### config.mk
export PLATFORM = sky130hd
export DESIGN_NAME = acc_store_unit
export DESIGN_NICKNAME = d
export VERILOG_FILES = /design/src/rtl/acc_store_pkg.sv /design/src/rtl/acc_src_mux.sv /design/src/rtl/acc_preshifter.sv /design/src/rtl/acc_word_rounder.sv /design/src/rtl/acc_store_unit.sv
export SDC_FILE = /design/constraint.sdc
export NUM_CORES = 1
export LEC_CHECK = 0
export BUFFER_PORTS_ARGS = -buffer_cell sky130_fd_sc_hd__buf_2
export CAP_MARGIN = 40
export CORE_ASPECT_RATIO = 2
export CORE_MARGIN = 4
export CORE_UTILIZATION = 40
export CTS_CLUSTER_SIZE = 14
export DETAILED_ROUTE_END_ITERATION = 7
export PLACE_DENSITY_LB_ADDON = 0.12
export RECOVER_POWER = 100
export SLEW_MARGIN = 20
export SYNTH_ARGS = -nofsm -noshare
export SYNTH_HDL_FRONTEND = slang
export SYNTH_SLANG_ARGS = --single-unit
### constraint.sdc
create_clock -name clk -period 0.9 [get_ports clk]
set_input_delay 0.09 -clock clk [delete_from_list [all_inputs] [get_ports clk]]
set_output_delay 0.09 -clock clk [all_outputs]
set_load 0.01 [all_outputs]
### src/rtl/acc_store_pkg.sv
package acc_store_pkg;

  localparam int ACC_W    = 40;
  localparam int WORD_W   = 16;
  localparam int CODE_W   = 4;
  localparam int WORD_LSB = 16;

  typedef enum logic {
    RND_CONVENTIONAL = 1'b0,
    RND_CONVERGENT   = 1'b1
  } rnd_mode_e;

  // Decide whether the kept word gets +1.
  // half: first discarded bit, rest_zero: all lower discarded bits are 0,
  // keep_lsb: least significant bit of the kept word.
  function automatic logic round_increment(logic en, rnd_mode_e mode,
                                           logic keep_lsb, logic half,
                                           logic rest_zero);
    logic inc;
    if (!en)
      inc = 1'b0;
    else if (mode == RND_CONVERGENT && half && rest_zero)
      inc = keep_lsb;
    else
      inc = half;
    return inc;
  endfunction

endpackage

### src/rtl/acc_src_mux.sv
module acc_src_mux #(
  parameter int ACC_W = acc_store_pkg::ACC_W
) (
  input  logic             sel,
  input  logic [ACC_W-1:0] src0,
  input  logic [ACC_W-1:0] src1,
  output logic [ACC_W-1:0] picked
);
  always_comb picked = sel ? src1 : src0;
endmodule

### src/rtl/acc_preshifter.sv
module acc_preshifter #(
  parameter int ACC_W  = acc_store_pkg::ACC_W,
  parameter int CODE_W = acc_store_pkg::CODE_W
) (
  input  logic [ACC_W-1:0]  value_in,
  input  logic [CODE_W-1:0] code,
  output logic [ACC_W-1:0]  value_out,
  output logic              dir_left
);
  localparam int STAGES = CODE_W;

  logic [CODE_W-1:0] magnitude;
  logic [ACC_W-1:0]  stage [STAGES+1];

  always_comb begin
    dir_left  = code[CODE_W-1];
    magnitude = dir_left ? (~code + 1'b1) : code;
  end

  assign stage[0] = value_in;

  genvar k;
  generate
    for (k = 0; k < STAGES; k++) begin : g_stage
      localparam int AMT = 1 << k;
      logic [ACC_W-1:0] shl_v;
      logic [ACC_W-1:0] shr_v;
      assign shl_v = {stage[k][ACC_W-1-AMT:0], {AMT{1'b0}}};
      assign shr_v = {{AMT{stage[k][ACC_W-1]}}, stage[k][ACC_W-1:AMT]};
      assign stage[k+1] = !magnitude[k] ? stage[k] : (dir_left ? shl_v : shr_v);
    end
  endgenerate

  assign value_out = stage[STAGES];
endmodule

### src/rtl/acc_word_rounder.sv
module acc_word_rounder #(
  parameter int ACC_W    = acc_store_pkg::ACC_W,
  parameter int WORD_W   = acc_store_pkg::WORD_W,
  parameter int WORD_LSB = acc_store_pkg::WORD_LSB
) (
  input  logic                    [ACC_W-1:0]  shifted,
  input  logic                                 round_en,
  input  acc_store_pkg::rnd_mode_e             mode,
  output logic                    [WORD_W-1:0] word,
  output logic                                 inc,
  output logic                                 tie,
  output logic                                 keep_lsb
);
  localparam int HI_MSB = WORD_LSB + WORD_W - 1;

  logic [WORD_W-1:0]   hi;
  logic [WORD_LSB-1:0] frac;
  logic                half;
  logic                rest_zero;

  always_comb begin
    hi        = shifted[HI_MSB:WORD_LSB];
    frac      = shifted[WORD_LSB-1:0];
    half      = frac[WORD_LSB-1];
    rest_zero = ~|frac[WORD_LSB-2:0];
    keep_lsb  = hi[0];
    tie       = half && rest_zero;
    inc       = acc_store_pkg::round_increment(round_en, mode, keep_lsb, half, rest_zero);
    word      = hi + {{(WORD_W-1){1'b0}}, inc};
  end
endmodule

### src/rtl/acc_store_unit.sv
module acc_store_unit #(
  parameter int ACC_W    = acc_store_pkg::ACC_W,
  parameter int WORD_W   = acc_store_pkg::WORD_W,
  parameter int CODE_W   = acc_store_pkg::CODE_W,
  parameter int WORD_LSB = acc_store_pkg::WORD_LSB
) (
  input  logic              clk,
  input  logic              rst_n,
  input  logic [ACC_W-1:0]  acc_a,
  input  logic [ACC_W-1:0]  acc_b,
  input  logic              cmd_valid,
  input  logic              cmd_acc_sel,
  input  logic [CODE_W-1:0] cmd_shift,
  input  logic              cmd_round,
  input  logic              round_mode,
  output logic              store_valid,
  output logic [WORD_W-1:0] store_word
);
  localparam int HI_MSB = WORD_LSB + WORD_W - 1;

  logic [ACC_W-1:0]  src_acc;
  logic [ACC_W-1:0]  shifted_acc;
  logic              shift_left;
  logic [WORD_W-1:0] next_word;
  logic              round_inc;
  logic              tie_seen;
  logic              kept_lsb;
  acc_store_pkg::rnd_mode_e mode_sel;

  assign mode_sel = acc_store_pkg::rnd_mode_e'(round_mode);

  acc_src_mux #(.ACC_W(ACC_W)) u_mux (
    .sel(cmd_acc_sel), .src0(acc_a), .src1(acc_b), .picked(src_acc)
  );

  acc_preshifter #(.ACC_W(ACC_W), .CODE_W(CODE_W)) u_shift (
    .value_in(src_acc), .code(cmd_shift),
    .value_out(shifted_acc), .dir_left(shift_left)
  );

  acc_word_rounder #(.ACC_W(ACC_W), .WORD_W(WORD_W), .WORD_LSB(WORD_LSB)) u_round (
    .shifted(shifted_acc), .round_en(cmd_round), .mode(mode_sel),
    .word(next_word), .inc(round_inc), .tie(tie_seen), .keep_lsb(kept_lsb)
  );

  always_ff @(posedge clk or negedge rst_n) begin
    if (!rst_n) begin
      store_valid <= 1'b0;
      store_word  <= '0;
    end else begin
      store_valid <= cmd_valid;
      if (cmd_valid) store_word <= next_word;
    end
  end

  // strobe follows each accepted command by one edge
  a_r8_valid_follows: assert property (@(posedge clk) disable iff (!rst_n)
    cmd_valid |=> store_valid);
  a_r8_valid_drops: assert property (@(posedge clk) disable iff (!rst_n)
    !cmd_valid |=> !store_valid);

  // word held while idle
  a_r10_hold_idle: assert property (@(posedge clk) disable iff (!rst_n)
    !cmd_valid |=> $stable(store_word));

  // truncation never adds
  a_r4_trunc_no_inc: assert property (@(posedge clk) disable iff (!rst_n)
    (cmd_valid && !cmd_round) |-> !round_inc);

  // convergent tie with even kept word does not round up
  a_r6_tie_even: assert property (@(posedge clk) disable iff (!rst_n)
    (cmd_valid && cmd_round && round_mode && tie_seen && !kept_lsb) |-> !round_inc);

  // any increment needs the half bit of the shifted value
  a_r5_inc_needs_half: assert property (@(posedge clk) disable iff (!rst_n)
    round_inc |-> shifted_acc[WORD_LSB-1]);

  // zero shift, truncate copies the selected accumulator's middle word
  a_r1_plain_copy: assert property (@(posedge clk) disable iff (!rst_n)
    (cmd_valid && cmd_shift == '0 && !cmd_round) |=>
      store_word == $past(cmd_acc_sel ? acc_b[HI_MSB:WORD_LSB] : acc_a[HI_MSB:WORD_LSB]));

  // a right shift of a negative accumulator keeps bit 39 set
  a_r3_sign_kept: assert property (@(posedge clk) disable iff (!rst_n)
    (cmd_valid && !shift_left && src_acc[ACC_W-1]) |-> shifted_acc[ACC_W-1]);
endmodule

# Word level (Yosys, flattened, before mapping)
# Index checks and enable logic that the tools add are counted.
[word_totals]
register_bits = 17
inputBits = 90
out_inout_bits = 17
wordCells = 21
[op_classes]
add_sub_neg = 2
mux = 12
bitwise = 1
reduce_logical = 4
[op_table]
columns = ["op", "count"]
rows = [
  ["40-bit two-way mux", 7],
  ["32-bit two-way mux", 2],
  ["16-bit by 1-bit adder with 16-bit output", 1],
  ["15-bit OR reduction", 1],
  ["4-bit by 1-bit adder with 4-bit output (second input constant)", 1],
  ["4-bit two-way mux", 1],
  ["4-bit inverter", 1],
  ["1-bit logical AND", 2],
  ["1-bit two-way mux", 2],
  ["1-bit logical NOT", 1],
]

# Depth between registers and ports, before layout
# Gate-level depths: netlist (run 1).
[depth]
ltp_word = 16
mapped_depth = 26
mapped_depth_nobuf = 19

# By module
# Synthesis (run 1) repeated with hierarchy kept, for this count alone.
[unflattened]
hier_cells = 606
area_unflattened_um2 = 5445.2
[by_module_without_submodules]
columns = ["module", "n_inst", "cells_per_inst", "area_each_um2", "seq_area_each_um2"]
rows = [
  ["acc_preshifter", 1, 476, 3906.2, 0.0],
  ["acc_store_unit", 1, 35, 674.4, 425.4],
  ["acc_src_mux", 1, 44, 495.5, 0.0],
  ["acc_word_rounder", 1, 51, 369.1, 0.0],
]

# Least setup slack after synthesis (run 1)
# OpenSTA, ideal clock, no wires.
[synth_timing]
kind = "in2reg"
startpoint = "input cmd_shift[0]"
endpoint = "register store_word[10]"
setup_ns = 0.092
arrival_ns = 4.636
t_required_ns = 0.808
setup_slack_ns = -3.828
cell_stages = 25
path_buffers = 6
path_cell_list = "buf_4 inv_1 buf_6 buf_2 buf_1 ha_1 buf_2 nand2_1 buf_2 o22ai_1 o22ai_1 a32oi_1 a21oi_1 o2111ai_1 or4_1 nor4b_1 o21ai_1 ha_1 ha_1 and2_1 nand4_1 o31ai_1 and2_1 and4_1 o31ai_2"
[synth_between]
elab_chain_len = 16
word_cells_on_any_way = 17
cone_classes = "2 x add/sub; 10 x mux; 1 x bitwise; 4 x reduce/logical"
[synth_rtl]
columns = ["item", "line", "text"]
rows = [
  ["start, declared", "acc_store_unit.sv:13", "input logic [CODE_W-1:0] cmd_shift,"],
  ["4-bit inverter", "acc_preshifter.sv:17", "magnitude = dir_left ? (~code + 1'b1) : code;"],
  ["4-bit by 1-bit adder with 4-bit output", "acc_preshifter.sv:17", ""],
  ["4-bit two-way mux *", "acc_preshifter.sv:17", ""],
  ["40-bit two-way mux (5 in a row)", "acc_preshifter.sv:30", "assign stage[k+1] = !magnitude[k] ? stage[k] : (dir_left ? shl_v : shr_v);"],
  ["32-bit two-way mux", "acc_preshifter.sv:30", ""],
  ["32-bit two-way mux *", "acc_preshifter.sv:30", ""],
  ["15-bit OR reduction", "acc_word_rounder.sv:25", "rest_zero = ~|frac[WORD_LSB-2:0];"],
  ["1-bit logical NOT", "acc_word_rounder.sv:25", ""],
  ["1-bit logical AND", "acc_store_pkg.sv:22", "else if (mode == RND_CONVERGENT && half && rest_zero)"],
  ["1-bit two-way mux", "acc_store_pkg.sv:22", ""],
  ["1-bit two-way mux", "acc_store_pkg.sv:20", "if (!en)"],
  ["16-bit by 1-bit adder with 16-bit output *", "acc_word_rounder.sv:29", "word = hi + {{(WORD_W-1){1'b0}}, inc};"],
  ["end signal, assigned", "acc_store_unit.sv:52", "if (cmd_valid) store_word <= next_word;"],
  ["end, declared", "acc_store_unit.sv:17", "output logic [WORD_W-1:0] store_word"],
]
# Every way passes the cells marked *; elsewhere a longest branch is shown, timed or not.
# A chain may end at the register's enable or synchronous reset.

# Worst setup path after layout (run 1)
# Same ends and word-level chain as after synthesis.

==> metrics.md, run 1 <==
| Metric | Value |
|---|---|
| Final GP Congestion | `1.04` |
| Switching Fraction | `43.6%` |
| HP Class | `input port to register` |
| Pre-CTS setup slack | `-3.34 ns` |
| Per-cell routed wire length | `23.9 µm` |
| Seq pwr share | `11.9%` |
| Slew headroom | `48.2%` |
| Vias per inst | `6.23` |
| Unrepaired setup endpoints after global routing | `true` |
| Met2 wire len | `14700 µm` |
| Initial DRC count | `425` |
| DRC | `0` |
| Post-synth EDFFs | `0` |
| Final WS setup | `-2.76 ns` |
| Die height | `175 µm` |
| Synthesized area per cell | `8.66 µm²` |
| Metal3 WL | `1320 µm` |
| Setup crit end kind | `register` |
| Largest net degree at the start of global routing | `33` |
| Worst r2r path cells | `2` |
| Mapped cell area | `5580 µm²` |
| Critical-path top delay cell | `or4_1` |
| Total gr overflow | `0` |
| Status | `complete, but fails checks` |
| I/O Buffers | `104` |
| Final setup skew | `0 ns` |
| CTS Buffer Depth | `2` |
| Synth top area share | `10.1%` |
| Fin nets | `1068` |
| Filler instances | `1277` |
| Switch Pwr | `3.75 mW` |
| Syn nets | `738` |
| CP max stage delay | `0.53 ns` |
| Max VDD drop | `0.577 mV` |
| Cell Pwr Density | `997 nW/µm²` |
| Fmax | `0.273 GHz` |
| Rows | `60` |
| WP data required | `1.07 ns` |
| Cells after Synth | `645` |
| CP max FO | `9` |
| Critical Path Start Type | `input port` |
| Hold Path Stages | `3` |
| Syn. warnings | `0` |
| Maxcap violations | `0` |
| Initial antenna violation count | `0` |
| Num CTS Buffers | `3` |
| First-pass GRT wire length | `41200 µm` |
| Final worst path period need | `3.66 ns` |
| Routed wire length | `27700 µm` |
| Asr flop ratio synth | `100%` |
| Main area contributors after synthesis | `mux4_2 10%, mux2i_1 9.5%, mux4_1 8.0%, dfrtp_1 7.6%, mux2_2 7.1%` |
| Ys flop type | `dfrtp_1` |
| Critical-path cell list | `buf_8 > inv_4 > ha_4 > buf_12 > nand2b_1 > buf_4 > o21ai_2 > a22oi_1 > and3_1 > o2111ai_1 > or4_1 > nor4b_2 > o21ai_1 > ha_2 > ha_4 > and2_4 > nand4_1 > o31ai_4 > and2_4 > and4_1 > o31ai_2` |
| Die X | `91.5 µm` |
| Total Routing Usage GR | `33.1%` |
| CP Data Arrival Time | `3.83 ns` |
| Sequential area share after synthesis | `7.62%` |
| Metal1 wirelength | `9140 µm` |
| CTS root buf | `clkbuf_16` |
| Worst Setup Path Type | `input port to register` |
| Share of post-route cells with drive strength above 1 | `55.5%` |
| Top sig layer | `met4` |
| Die area | `16000 µm²` |
| First-pass DRT Iterations | `5` |
| # setup viols final | `16` |
| Clock Sinks | `17` |
| P_int | `4.85 mW` |
| Clock share of power | `10.7%` |
| Yosys reg bits | `17` |
| Fin crit share | `407%` |
| Syn-to-layout area delta | `54.4%` |
| Distinct cells, synth | `93` |
| Core Area | `13600 µm²` |
| Vias in the first global route | `7485` |
| Commonest non-fill, non-tap cell in the layout | `buf_4` |
| H-tree depth | `1` |
| Leak | `3.82 nW` |
| Number of I/O pins | `107` |
| Final Hold Fails | `0` |
| Skew-Pair Late Insertion Delay | `0.26 ns` |
| DRT antenna net count | `0` |
| Layout Cell Area excl Fill | `8620 µm²` |
| Logic pwr share | `77.4%` |
| Worst slew pin tran | `0.756 ns` |
| CTS tree | `built` |
| Starting Density | `41.1%` |
| Max Slew Vio Count | `0` |
| Clock transition at the registers of the reported paths | `0.05 ns` |
| Violated checks | `negative setup slack` |
| DP Area | `7820 µm²` |
| Final HPWL DP | `22700 µm` |
| Most frequent cells in the layout | `268 x buf_4, 84 x buf_2, 56 x nor2_1` |
| Synth area leader | `mux4_2` |
| TNS Setup | `-40.00 ns` |
| Detailed-route via count | `7223` |
| # diodes | `0` |
[synthesized netlist by cell type (all sizes together), types with 6 or more instances]
library cell,number
a31oi,7
clkbuf,18
inv,10
nand2,43
mux2i,54
nand2b,9
nand3,11
and2,9
nor3,19
buf,44
a21oi,39
o31ai,12
nor2,61
or3,7
o211ai,10
a211oi,12
nand4,6
o22ai,27
dfrtp,17
a22oi,10
o21ai,34
a221oi,7
and3,6
mux2,36
mux4,42
o21a,9
[cell families after synthesis]
family	synth area share, %
XOR/XNOR	1.10
AO/OA/AOI/OAI	27.7
buffers and inverters	9.70
multiplexers	35.2
AND/OR/NAND/NOR	18.0
adder cells (fa/ha/maj)	0.672
flip-flops	7.62
[critical path, delay by kind of cell]
kind            cells  cell delay, ns
buf+inv             4            0.43
fa+ha+maj           3            0.66
compound gates      6            0.81
simple gates        8            1.81
[power by group through the flow]
stage / clock network, mW / registers [mW] / logic, mW
2_1_floorplan: 0 / 1.11 / 2.98
3_3_place_gp: 0 / 1.03 / 5.81
3_5_place_dp: 0 / 1.03 / 5.86
4_1_cts: 0.924 / 1.02 / 6.14
5_1_grt: 0.952 / 1.05 / 7.02
6_report: 0.917 / 1.03 / 6.66
[timing repair]
action                                 4_1_cts  5_1_grt
endpoints found under the hold margin       17        0
setup buffers                               11       21
hold buffers                                 1        0
setup endpoints to repair                   16       17
pin swaps                                   20       33
resized for setup                           41       67
[state kept, by name (all words and copies together) (netlist names)]
signal / cells
store_valid: 1
store_word: 16
[final timing paths]
kind | end | slack, ns | from
worst max register to register | store_word[15]$_DFFE_PN0P_ | -0.04 | store_word[15]$_DFFE_PN0P_
worst min register to register | store_word[13]$_DFFE_PN0P_ | 0.48 | store_word[13]$_DFFE_PN0P_
max in group asynchronous | store_word[1]$_DFFE_PN0P_ | 0.27 | rst_n
min in group asynchronous | store_word[11]$_DFFE_PN0P_ | 0.31 | rst_n
worst max-delay path | store_word[10]$_DFFE_PN0P_ | -2.76 | cmd_shift[0]
worst min-delay path | store_word[6]$_DFFE_PN0P_ | 0.17 | cmd_valid
[per-stage QoR]
stage / instances / power, mW / util, % / hold WS [ns]
after floorplan: 645 / 4.10 / - / -0.206
after global placement: 1123 / 6.84 / 57.5 / 0.0237
after detailed placement: 1123 / 6.90 / 57.5 / 0.0317
after CTS: 1139 / 8.08 / 60.2 / 0.166
after global routing: 1160 / 9.02 / 63.5 / 0.190
final: 1160 / 8.60 / 63.5 / 0.168
[layout make-up]
cell class                 count  area, µm²  share of cell area, %
clock buffer                   3       75.1                  0.871
clock inverter                 1       5.00                 0.0580
inverter                      10       45.0                  0.522
multi-input combinational    556       5060                   58.7
sequential                    17        425                   4.93
tap                          186        233                   2.70
timing repair buffer         387       2780                   32.2
[per-layer routing]
metal | vias up | track usage [%]
li1 | 3258 | -
met1 | 3481 | 32.1
met2 | 355 | 62.1
met3 | 129 | 3.19
met4 | 0 | 25.6
met5 | - | 0
(Power assumes the default switching activity.)
==> run 2, diff against run 1 <==
- REMOVE_ABC_BUFFERS: default -> 1
==> metrics.md, run 2 (synthesized netlist as in run 1, its figures left out) <==
| Metric | Value |
|---|---|
| Skew-Pair Late Insertion Delay | `0.25 ns` |
| Clock Sinks | `17` |
| Footprint of the multi-input gates | `5170 µm²` |
| First-pass GRT wire length | `42600 µm` |
| I/O Buffers | `104` |
| Worst r2r dst | `store_word[15]$_DFFE_PN0P_` |
| Total Routing Usage GR | `34.5%` |
| Core Area | `13600 µm²` |
| CP Data Arrival Time | `3.74 ns` |
| Setup crit end kind | `register` |
| CTS Buffer Depth | `2` |
| Post-route insts no fill | `1141` |
| DRC | `0` |
| Final WS setup | `-2.68 ns` |
| Syn-to-layout area delta | `54.9%` |
| Core Util, Final | `63.7%` |
| Final HPWL DP | `22600 µm` |
| Total power | `8.62 mW` |
| Rows | `60` |
| Unrepaired setup endpoints after global routing | `true` |
| Placed cells | `1116` |
| Die area | `16000 µm²` |
| Share of post-route cells with drive strength above 1 | `55.0%` |
| Filler instances | `1204` |
| Final GP Congestion | `1.03` |
| Initial antenna violation count | `0` |
| Detailed-route via count | `7209` |
| Vias in the first global route | `7434` |
| TNS Setup | `-39.63 ns` |
| First-pass DRT Iterations | `5` |
| R2r startpoint | `store_word[15]$_DFFE_PN0P_` |
| CTS root buf | `clkbuf_16` |
| Fin crit share | `397%` |
| Initial DRC count | `485` |
| Violated checks | `negative setup slack` |
| Number of I/O pins | `107` |
| DRT antenna net count | `0` |
| WP data required | `1.06 ns` |
| # setup viols final | `16` |
| Status | `complete, but fails checks` |
| H-tree depth | `1` |
| Final setup skew | `0 ns` |
| Final worst path period need | `3.58 ns` |
| Pre-CTS setup slack | `-3.59 ns` |
| Fin nets | `1049` |
| Starting Density | `41.1%` |
| Per-cell routed wire length | `24.8 µm` |
| Biggest regs | `store_word x16, store_valid x1` |
| Max VDD drop | `0.614 mV` |
| Total gr overflow | `0` |
| Slew headroom | `52.2%` |
| Clock transition at the registers of the reported paths | `0.05 ns` |
| DP Area | `7720 µm²` |
| Die X | `91.5 µm` |
| Register-to-register setup slack | `-0.07 ns` |
| Worst r2r path cells | `2` |
| Worst Setup Path Type | `input port to register` |
| Largest Register | `store_word` |
| Leak | `3.76 nW` |
| Register area | `425 µm²` |
| Fmax | `0.280 GHz` |
| Worst slew pin tran | `0.714 ns` |
| Die height | `175 µm` |
| Vias per inst | `6.32` |
| Most frequent cells in the layout | `236 x buf_4, 84 x buf_2, 55 x nor2_1` |
| Critical Path Start Type | `input port` |
| CP max FO | `7` |
| Maxcap violations | `0` |
| Commonest non-fill, non-tap cell in the layout | `buf_4` |
| Layout Cell Area excl Fill | `8650 µm²` |
| HP Class | `input port to asynchronous set/reset pin` |
| Hold_ws | `0.319 ns` |
| Final Hold Fails | `0` |
| Max Slew Vio Count | `0` |
| Cell Pwr Density | `996 nW/µm²` |
| Largest net degree at the start of global routing | `32` |
| # diodes | `0` |
| Num CTS Buffers | `3` |
| CTS tree | `built` |
| Routed wire length | `28300 µm` |
| Max reg flops | `16` |
-- run 2: changes by cell type in the layout (fill, tap and decap cells not counted), moves of 3 or more --
cell	before	now
buf_4	268	236
buf_6	7	21
o22ai_2	9	4
o22ai_4	0	5
a21oi_2	6	3
buf_8	6	3
mux2i_1	48	45
-- run 2: area by class of cell --
| cell class | instances | area share, % |
|---|---|---|
| multi-input cells | 556 | 59.8 |
| repair buffers | 368 | 31.1 |
| flip-flops and latches | 17 | 4.92 |
| well taps | 186 | 2.69 |
| clock buffers | 3 | 0.868 |
| inverters | 10 | 0.550 |
| clock inverters | 1 | 0.0579 |
-- run 2: worst max path at each step --
stage,startpoint,end,slack [ns],depth (start not counted)
after global routing,cmd_shift[0],store_word[10]$_DFFE_PN0P_,-2.79,22
after detailed placement,cmd_shift[0],store_word[10]$_DFFE_PN0P_,-3.59,21
after global placement,cmd_shift[0],store_word[10]$_DFFE_PN0P_,-3.59,21
after CTS,cmd_shift[1],store_word[10]$_DFFE_PN0P_,-2.65,21
after floorplan,cmd_shift[0],store_word[10]$_DFFE_PN0P_,-4.01,19
final,cmd_shift[0],store_word[10]$_DFFE_PN0P_,-2.68,22
-- run 2: per-layer routing --
metal  GRT usage [%]  wire, µm
met4            29.0      3130
met3            4.44      1610
met1            33.5      8970
met5               0         0
met2            63.0     14600
-- run 2: power breakdown --
part           switching [mW]  total, mW  internal [mW]  leakage [nW]
Combinational            3.38       6.69           3.31          3.52
Clock                   0.296      0.891          0.595        0.0409
Sequential             0.0957       1.03          0.935         0.198
Total                    3.77       8.62           4.84          3.76
-- run 2: timing repair --
action | in CTS | in global routing
cloned | 1 | 0
endpoints found under the hold margin | 17 | 0
pin swaps | 28 | 33
hold buffers | 1 | 0
endpoints found under the setup margin | 16 | 17
gates resized for setup | 81 | 69
setup buffers | 12 | 10
-- run 2: critical path: stages --
cell and delay, ns:
buf_8 0.09, inv_6 0.04, ha_4 0.26, buf_6 0.15, nand3b_1 0.11, buf_4 0.18
o22ai_4 0.08, buf_6 0.13, o31ai_4 0.22, and3_4 0.23, o2111ai_2 0.09, or4_4 0.54
nor4b_4 0.22, o21ai_1 0.09, ha_2 0.20, ha_4 0.16, and2_4 0.12, nand4_1 0.12
o31ai_4 0.10, and2_4 0.18, and4_1 0.15, o31ai_2 0.17
==> run 3, diff against run 2 <==
--- a/config.mk
+++ b/config.mk
@@ -10,3 +10,3 @@
 export CORE_ASPECT_RATIO = 2
-export CORE_MARGIN = 4
+export CORE_MARGIN = 3
 export CORE_UTILIZATION = 40
==> constraint.sdc (replaced) <==
create_clock -name clk -period 0.9 [get_ports clk]
set_input_delay 0.135 -clock clk [delete_from_list [all_inputs] [get_ports clk]]
set_output_delay 0.135 -clock clk [all_outputs]
set_load 0.01 [all_outputs]
==> metrics.md, run 3 (synthesized netlist as in run 1, its figures left out) <==
| Metric | Value |
|---|---|
| # diodes | `0` |
| CTS Buffer Depth | `2` |
| Most frequent cells in the layout | `250 x buf_4, 95 x buf_2, 55 x nor2_1` |
| DRT antenna net count | `0` |
| CTS root buf | `clkbuf_16` |
| Status | `complete, but fails checks` |
| CP Data Arrival Time | `3.92 ns` |
| Unrepaired setup endpoints after global routing | `true` |
| First-pass GRT wire length | `42200 µm` |
| Max VDD drop | `0.651 mV` |
| Cell Pwr Density | `1010 nW/µm²` |
| Die X | `89.5 µm` |
| CTS tree | `built` |
| Die area | `15500 µm²` |
| Routed wire length | `28800 µm` |
| H-tree depth | `1` |
| Critical-path top delay cell | `nor4b_4` |
| Syn-to-layout area delta | `51.4%` |
| Violated checks | `negative setup slack` |
| Fin crit share | `417%` |
| Detailed-route via count | `7221` |
| Total Routing Usage GR | `36.1%` |
| Skew-Pair Late Insertion Delay | `0.25 ns` |
| Per-cell routed wire length | `25.2 µm` |
| Rows | `60` |
| Num CTS Buffers | `3` |
| Leak | `3.71 nW` |
| Filler instances | `1247` |
| First-pass DRT Iterations | `5` |
| Critical Path Start Type | `input port` |
| Starting Density | `41.1%` |
| Clock transition at the registers of the reported paths | `0.05 ns` |
| Setup crit end kind | `register` |
| Number of I/O pins | `107` |
| Commonest non-fill, non-tap cell in the layout | `buf_4` |
| Register area | `425 µm²` |
| Hold_ws | `0.249 ns` |
| Vias in the first global route | `7461` |
| Total gr overflow | `0` |
| CP max stage delay | `0.32 ns` |
| Worst slew pin tran | `0.670 ns` |
| Share of post-route cells with drive strength above 1 | `54.1%` |
| Max Slew Vio Count | `0` |
| DRC | `0` |
| DP Area | `7690 µm²` |
| Final setup skew | `0 ns` |
| Vias per inst | `6.32` |
| CP max FO | `5` |
| Largest Register | `store_word` |
| Core Area | `13600 µm²` |
| HP Class | `input port to register` |
| Critical-path cell list | `buf_8 > inv_6 > ha_4 > buf_6 > buf_6 > and3_2 > o2bb2ai_2 > a21oi_2 > buf_4 > o21a_1 > nand3_1 > o31ai_1 > nand4_1 > nor4b_4 > o21ai_1 > ha_2 > ha_4 > and2_4 > nand4_1 > o31ai_4 > and2_4 > and4_1 > o31ai_2` |
| Layout Cell Area excl Fill | `8450 µm²` |
| Fin nets | `1050` |
| Worst Setup Path Type | `input port to register` |
| Final GP Congestion | `1.02` |
| Largest net degree at the start of global routing | `30` |
| Clock Sinks | `17` |
| Pre-CTS setup slack | `-3.59 ns` |
| Footprint of the multi-input gates | `5010 µm²` |
| Max reg flops | `16` |
| Initial DRC count | `384` |
| Biggest regs | `store_word x16, store_valid x1` |
| TNS Setup | `-42.17 ns` |
| Initial antenna violation count | `0` |
| Final Hold Fails | `0` |
| Final worst path period need | `3.75 ns` |
| WP data required | `1.06 ns` |
| Maxcap violations | `0` |
| Final HPWL DP | `23100 µm` |
| # setup viols final | `24` |
| Die height | `173 µm` |
| Fmax | `0.266 GHz` |
| Slew headroom | `54.2%` |
| I/O Buffers | `104` |
| Final WS setup | `-2.85 ns` |
==> run 3: final timing paths <==
path | end | slack (ns) | from | cells past startpoint
min in group asynchronous | store_word[12]$_DFFE_PN0P_ | 0.36 | rst_n | 2
min reg2reg | store_word[3]$_DFFE_PN0P_ | 0.50 | store_word[3]$_DFFE_PN0P_ | 1
max | store_word[10]$_DFFE_PN0P_ | -2.85 | cmd_shift[0] | 23
min | store_valid$_DFF_PN0_ | 0.25 | cmd_valid | 2
max reg2reg | store_word[12]$_DFFE_PN0P_ | 0.01 | store_word[12]$_DFFE_PN0P_ | 3
max in group asynchronous | store_word[3]$_DFFE_PN0P_ | 0.23 | rst_n | 2
==> run 3: layer usage <==
layer | GRT usage, % | share of wire [%] | vias to the layer above
met4 | 30.1 | 11 | 0
met3 | 3.00 | 4.2 | 138
met2 | 64.4 | 53 | 345
li1 | - | - | 3233
met5 | 0 | 0 | -
met1 | 35.2 | 32 | 3505
==> run 3: timing repair <==
| item | 4_1_cts | 5_1_grt |
|---|---|---|
| gates resized for setup | 72 | 38 |
| hold buffers | 1 | 0 |
| pin swaps | 32 | 35 |
| hold endpoints to repair | 17 | 0 |
| gates cloned | 1 | 0 |
| setup buffers | 14 | 7 |
| setup endpoints to repair | 26 | 32 |
==> run 3: where the power goes <==
part	switching (mW)	internal [mW]
Clock	0.317	0.596
Combinational	3.30	3.28
Sequential	0.0977	0.935
Total	3.72	4.81
==> run 3: area by class of cell <==
cell class / count / share of cell area [%]
inverter: 10 / 0.533
clock buffer: 3 / 0.888
tap: 186 / 2.75
clock inverter: 1 / 0.0592
multi-input combinational: 556 / 59.2
sequential: 17 / 5.03
timing repair buffer: 369 / 31.5
==> run 3: critical path: cells and delay by family <==
family	cells	cell delay, ns
simple gates	8	1.54
compound gates	7	1.14
fa+ha+maj	3	0.62
buf+inv	5	0.48
==> run 3: through the flow <==
stage,cells,util [%],power [mW]
after floorplan,583,-,3.58
after global placement,1116,56.6,6.70
after detailed placement,1116,56.6,6.77
after CTS,1135,60.5,8.12
after global routing,1142,62.2,8.93
final,1142,62.2,8.53
